==> src/rtl/latched_piso_pkg.sv <==
package latched_piso_pkg;
  typedef struct packed {
    logic captureEn;
    logic clearEn;
    logic loadEn;
    logic shiftEn;
  } pisoStrobes_t;
endpackage

==> src/rtl/latched_piso_ctrl.sv <==
module latched_piso_ctrl
  import latched_piso_pkg::*;
#(
  parameter int SYNC_STAGES = 2
) (
  input  logic         clk,
  input  logic         rstN,
  input  logic         latchEnN,
  input  logic         loadN,
  input  logic         clearN,
  input  logic         shiftClk,
  output pisoStrobes_t strobes,
  output logic         illegalFlag
);
  // syncQ[0..SYNC_STAGES-1] synchronise, syncQ[SYNC_STAGES] remembers last level
  logic [SYNC_STAGES:0] syncQ;
  logic                 edgeSeen;

  always_ff @(posedge clk or negedge rstN) begin
    if (!rstN) begin
      syncQ       <= '0;
      illegalFlag <= 1'b0;
    end else begin
      syncQ       <= {syncQ[SYNC_STAGES-1:0], shiftClk};
      illegalFlag <= !loadN && !clearN;
    end
  end

  assign edgeSeen = syncQ[SYNC_STAGES-1] && !syncQ[SYNC_STAGES];

  // priority: clear, then load, then shift
  always_comb begin
    strobes.captureEn = !latchEnN;
    strobes.clearEn   = !clearN;
    strobes.loadEn    = !loadN && clearN;
    strobes.shiftEn   = edgeSeen && clearN && loadN;
  end
endmodule

==> src/rtl/latched_piso_dp.sv <==
module latched_piso_dp
  import latched_piso_pkg::*;
#(
  parameter int WIDTH = 8
) (
  input  logic             clk,
  input  logic             rstN,
  input  pisoStrobes_t     strobes,
  input  logic [WIDTH-1:0] dataIn,
  input  logic             serIn,
  output logic [WIDTH-1:0] storeQ,
  output logic [WIDTH-1:0] regQ
);
  logic [WIDTH-1:0] storeNext;
  logic [WIDTH-1:0] shifted;

  assign storeNext = strobes.captureEn ? dataIn : storeQ;

  genvar gi;
  generate
    for (gi = 1; gi < WIDTH; gi++) begin : g_stage
      assign shifted[gi] = regQ[gi-1];
    end
  endgenerate
  assign shifted[0] = serIn;

  always_ff @(posedge clk or negedge rstN) begin
    if (!rstN) storeQ <= '0;
    else       storeQ <= storeNext;
  end

  always_ff @(posedge clk or negedge rstN) begin
    if (!rstN)                  regQ <= '0;
    else if (strobes.clearEn)   regQ <= '0;
    else if (strobes.loadEn)    regQ <= storeNext;
    else if (strobes.shiftEn)   regQ <= shifted;
  end
endmodule

==> src/rtl/latched_piso.sv <==
module latched_piso
  import latched_piso_pkg::*;
#(
  parameter int WIDTH       = 8,
  parameter int SYNC_STAGES = 2
) (
  input  logic             clk,
  input  logic             rstN,
  input  logic [WIDTH-1:0] dataIn,
  input  logic             latchEnN,
  input  logic             loadN,
  input  logic             clearN,
  input  logic             serIn,
  input  logic             shiftClk,
  output logic             serOut,
  output logic             illegalFlag
);
  localparam int TOP = WIDTH - 1;

  pisoStrobes_t     strobes;
  logic [WIDTH-1:0] storeQ;
  logic [WIDTH-1:0] regQ;

  latched_piso_ctrl #(.SYNC_STAGES(SYNC_STAGES)) u_ctrl (
    .clk(clk), .rstN(rstN), .latchEnN(latchEnN), .loadN(loadN),
    .clearN(clearN), .shiftClk(shiftClk), .strobes(strobes),
    .illegalFlag(illegalFlag)
  );

  latched_piso_dp #(.WIDTH(WIDTH)) u_dp (
    .clk(clk), .rstN(rstN), .strobes(strobes), .dataIn(dataIn),
    .serIn(serIn), .storeQ(storeQ), .regQ(regQ)
  );

  assign serOut = regQ[TOP];
endmodule

==> config.mk <==
export PLATFORM = sky130hd
export DESIGN_NAME = latched_piso
export DESIGN_NICKNAME = d
export VERILOG_FILES = /design/src/rtl/latched_piso_pkg.sv /design/src/rtl/latched_piso_ctrl.sv /design/src/rtl/latched_piso_dp.sv /design/src/rtl/latched_piso.sv
export SDC_FILE = /design/constraint.sdc
export NUM_CORES = 1
export LEC_CHECK = 0
export BUFFER_PORTS_ARGS = -buffer_cell sky130_fd_sc_hd__clkbuf_2
export CORE_UTILIZATION = 40
export DETAILED_ROUTE_END_ITERATION = 12
export PLACE_DENSITY = 0.6
export SLEW_MARGIN = 5
export SYNTH_ARGS = -nofsm -noshare
export SYNTH_HDL_FRONTEND = slang
export SYNTH_SLANG_ARGS = --single-unit
==> constraint.sdc <==
create_clock -name clk -period 1.5 [get_ports clk]
set_clock_uncertainty 0.15 [all_clocks]
set_input_delay 0.075 -clock clk [delete_from_list [all_inputs] [get_ports clk]]
set_output_delay 0.075 -clock clk [all_outputs]
set_load 0.01 [all_outputs]
==> flow_results.org <==
** Drt
- Count of routing violations after the opening detailed-route iteration :: 19
- For this block, the via count after detailed routing is 582.
- 1st-pass router iterations :: 4
- Dividing the detail-routed wire length by the instance count gives around 11 um.
- After detailed routing, the number of vias per cell comes to between 4 and 5.
- Wirelength, routed :: between 1000 and 1500 um
- Once detail routing completed, the nets flagged for antenna violations numbered 0.
- After detailed routing, the number of remaining DRC violations is 0.

** Place
- Dpl cell area :: 898 um^2
- IO buf count :: 16
- The HPWL after detailed placement is between 900 and 1000 um.
- Final Wtd Congestion :: 0.695

** Timing
- Total count of hold-check failures in the final report :: 0
- The worst path in the final design needs a cycle of roughly 1400 ps, including I/O delays and setup.
- Period utilization :: 0.923
- Hold slack final :: 39.7 ps
- Slew at the pin closest to its max-slew limit :: a little over 500 ps
- Setup repair after global routing left no endpoint under its margin.
- In this run the tightest slew margin relative to its limit is 0.664.
- Static timing analysis puts the maximum clock frequency at between 700 and 800 MHz.
- Count of final max-slew check failures :: 0
- After routing, the total negative slack on setup checks comes to 0 ps.
- Setup violations remaining at the end of the flow were counted as 0.

** Final layout
- Share of layout cells above drive strength 1 :: 0.292
- The number of antenna diodes in the final layout is 0.
- Measured on the finished design, the core utilization comes to 0.585.
- The library cell used most frequently in the layout, excluding fill and tap cells, is sky130_fd_sc_hd__dfrtp_1.
- Relative area change from synthesis to final layout :: 30.7%
- Cell area after layout :: ~1100 um^2
- Count of fill cells added during filler insertion :: around 160
- In the layout the commonest cells are sky130_fd_sc_hd__dfrtp_1 (20), sky130_fd_sc_hd__nand2_1 (16), sky130_fd_sc_hd__clkbuf_2 (16).
- The net count of the finished layout is approximately 110.

** Critical path
- Arrival time at the worst endpoint :: roughly 1500 ps
- For the worst setup path, the data required time is between 1500 and 2000 ps.
- Worst setup startpoint :: clearN
- Buffers plus inverters on the worst setup path :: 3
- Crit path cell chain :: dlygate4sd3_1 -> clkbuf_2 -> nor2_1 -> dlygate4sd3_1
- Type of the setup path with the least slack :: in2reg
- Largest stage delay on the critical path :: about 560 ps
- Among cell families on the critical path, the largest total delay comes from buffers and inverters.
- Cell with the largest stage delay on the worst path :: sky130_fd_sc_hd__dlygate4sd3_1
- The worst setup path is launched from an input port.
- Cell type with the highest occurrence count on the critical path :: sky130_fd_sc_hd__dlygate4sd3_1
- Worst flop-to-flop path startpoint :: u_ctrl.syncQ[1]$_DFF_PN0_
- CP Capture Type :: flop
- Biggest fanout along the worst timing path :: 9

** Floorplan
- The floorplan step defined a die boundary enclosing around 2200 um^2.
- For this configuration, the core starts out at a cell density of 0.447.
- In this run the core area contains 15 standard-cell rows.
- Number of top-level pins :: 17
- Die extent in x :: 47.1 um
- Die boundary height :: approximately 47 um
- Core region area :: 1820 um^2

** Clock network
- Deepest clock path buffer count :: 2
- H-tree level count :: 1
- Number of buffers created by CTS :: 3
- Gates resized during post-CTS repair numbered 0.
- Clock transition at path regs :: around 110 ps
- TritonCTS built the clock tree.
- Clock latency on the worst-skew pair :: 300 ps
- Cell chosen for the clock root :: sky130_fd_sc_hd__clkbuf_4
- Number of setup buffers added after CTS :: 0
- Clk sinks :: 20

** Hold path
- Min-delay src :: loadN
- Worst hold-check path type :: in2reg

** Global routing
- Antenna violations before repair :: 0
- Entering global routing, the biggest net connects 21 pins.
- Remaining global-route overflow :: 0
- Tot GR Track Use :: 0.150
- The first global-routing pass estimated about 2200 um of wire.
- Number of global-route vias before repair :: 529

** Power and ir drop
- For this design the static power due to leakage is around 0.5 nW.
- VDD sags by at most 0.542 mV.
- Total design power :: roughly 1.1 mW
- Power density normalized to cell area :: around 1000 nW/um^2

** Yosys
- Synthesized-area fraction occupied by ao, oa, aoi and oai cells :: 0.111
- Synth area leader :: sky130_fd_sc_hd__dfrtp_1
- Of the total synthesized cell area, the portion taken by AND, OR, NAND and NOR gates is 0.0937.
- Share of the synthesized netlist area taken by xor and xnor gates :: 0
- Distinct cell type count after synthesis :: 12
- Dividing the synthesized area by the synthesized cell count gives about 12 um^2.
- Of the post-synthesis cell area, the part taken by muxes is 0.147.
- Of the total synthesized cell area, the portion taken by full adders, half adders and majority gates is 0.
- Instance count of the mapped netlist :: 67
- Syn Std Cell Area :: a little over 800 um^2
- After synthesis the netlist holds a flip-flop and latch count of 20.
- Of the synthesized area, sequential elements account for 0.614.
- Top post-synthesis cells by area :: sky130_fd_sc_hd__dfrtp_1 (61%), sky130_fd_sc_hd__mux2_4 (15%), sky130_fd_sc_hd__nand2_1 (7.4%)
- By area, the combinational part of the netlist is dominated by multiplexers.
- Synthesis Warnings :: 0
- Mapped Nets :: a little over 80
- Share of Yosys cell area claimed by the top area cell type :: 0.614

** Run
- Count of max-cap constraint violations :: 0

** Run status
- The run finished with clean final reports.
-- state kept, by name (all words and copies together), names as in the netlist --
| register | flops |
|---|---|
| u_ctrl.illegalFlag | 1 |
| u_ctrl.syncQ | 3 |
| u_dp.storeQ | 8 |
| u_dp.regQ | 8 |
-- final cells by class --
type / instances / area, um^2 / share of cell area
Sequential cell: 20 / 500 / 0.470
Multi-Input combinational cell: 43 / 287 / 0.269
Timing Repair Buffer: 29 / 210 / 0.197
Clock buffer: 4 / 36.3 / 0.0341
Tap cell: 25 / 31.3 / 0.0294
-- synth_stat cells --
cell type                   n
sky130_fd_sc_hd__buf_6      1
sky130_fd_sc_hd__dfrtp_1   20
sky130_fd_sc_hd__clkbuf_2   1
sky130_fd_sc_hd__buf_1      1
sky130_fd_sc_hd__mux2_4     8
sky130_fd_sc_hd__nand2b_1   1
sky130_fd_sc_hd__nor2_1     1
sky130_fd_sc_hd__nor2b_1    1
sky130_fd_sc_hd__nand2_1   16
sky130_fd_sc_hd__a31oi_1    8
sky130_fd_sc_hd__o21ai_1    8
sky130_fd_sc_hd__buf_4      1
-- layer usage --
| metal | up-vias | track usage | routed length, um |
|---|---|---|---|
| li1 | 289 | - | - |
| met1 | 274 | 0.173 | 647 |
| met2 | 19 | 0.247 | 647 |
| met3 | 0 | 0.0692 | 66 |
| met4 | 0 | 0.0514 | 0 |
| met5 | - | 0 | 0 |
-- cell families after synthesis --
logic type,Yosys count
AO/OA/AOI/OAI,16
buffers and inverters,4
flip-flops,20
multiplexers,8
AND/OR/NAND/NOR,19
-- what timing repair did --
item                                    4_1_cts  5_1_grt
endpoints found under the hold margin        38        0
hold buffers                                 13        0
endpoints found under the setup margin        0        0
-- path summary, 6_finish.rpt --
path / cells after the start / slack, ps / endpoint
worst max register to register: 3 / 150 / u_dp.regQ[5]$_DFFE_PN0P_
worst max-delay path: 4 / 120 / u_ctrl.illegalFlag$_DFF_PN0_
worst min register to register: 0 / 210 / u_ctrl.syncQ[1]$_DFF_PN0_
max in group asynchronous: 2 / 790 / u_dp.storeQ[4]$_DFF_PN0_
worst min-delay path: 2 / 40 / u_dp.regQ[1]$_DFFE_PN0P_
min in group asynchronous: 2 / 90 / u_ctrl.syncQ[1]$_DFF_PN0_
-- worst register-to-register path, cell delays in order, from the launching register on --
cell and delay, ps:
sky130_fd_sc_hd__dfrtp_1 370, sky130_fd_sc_hd__nor2b_1 440, sky130_fd_sc_hd__nand2_1 110, sky130_fd_sc_hd__a31oi_1 210
-- through the flow --
step	worst slack [ps]	std cells
finish	116	121
global route	14.9	121
CTS	133	121
detailed placement	161	104
global placement	227	104
floorplan	414	67
-- power by group --
part	total, mW	internal [mW]	switching, mW
clock network	0.309	0.148	0.160
registers	0.599	0.582	0.0166
logic	0.152	0.0854	0.0670
total	1.06	0.816	0.244
Note: power is estimated with default switching activity, not from simulation.
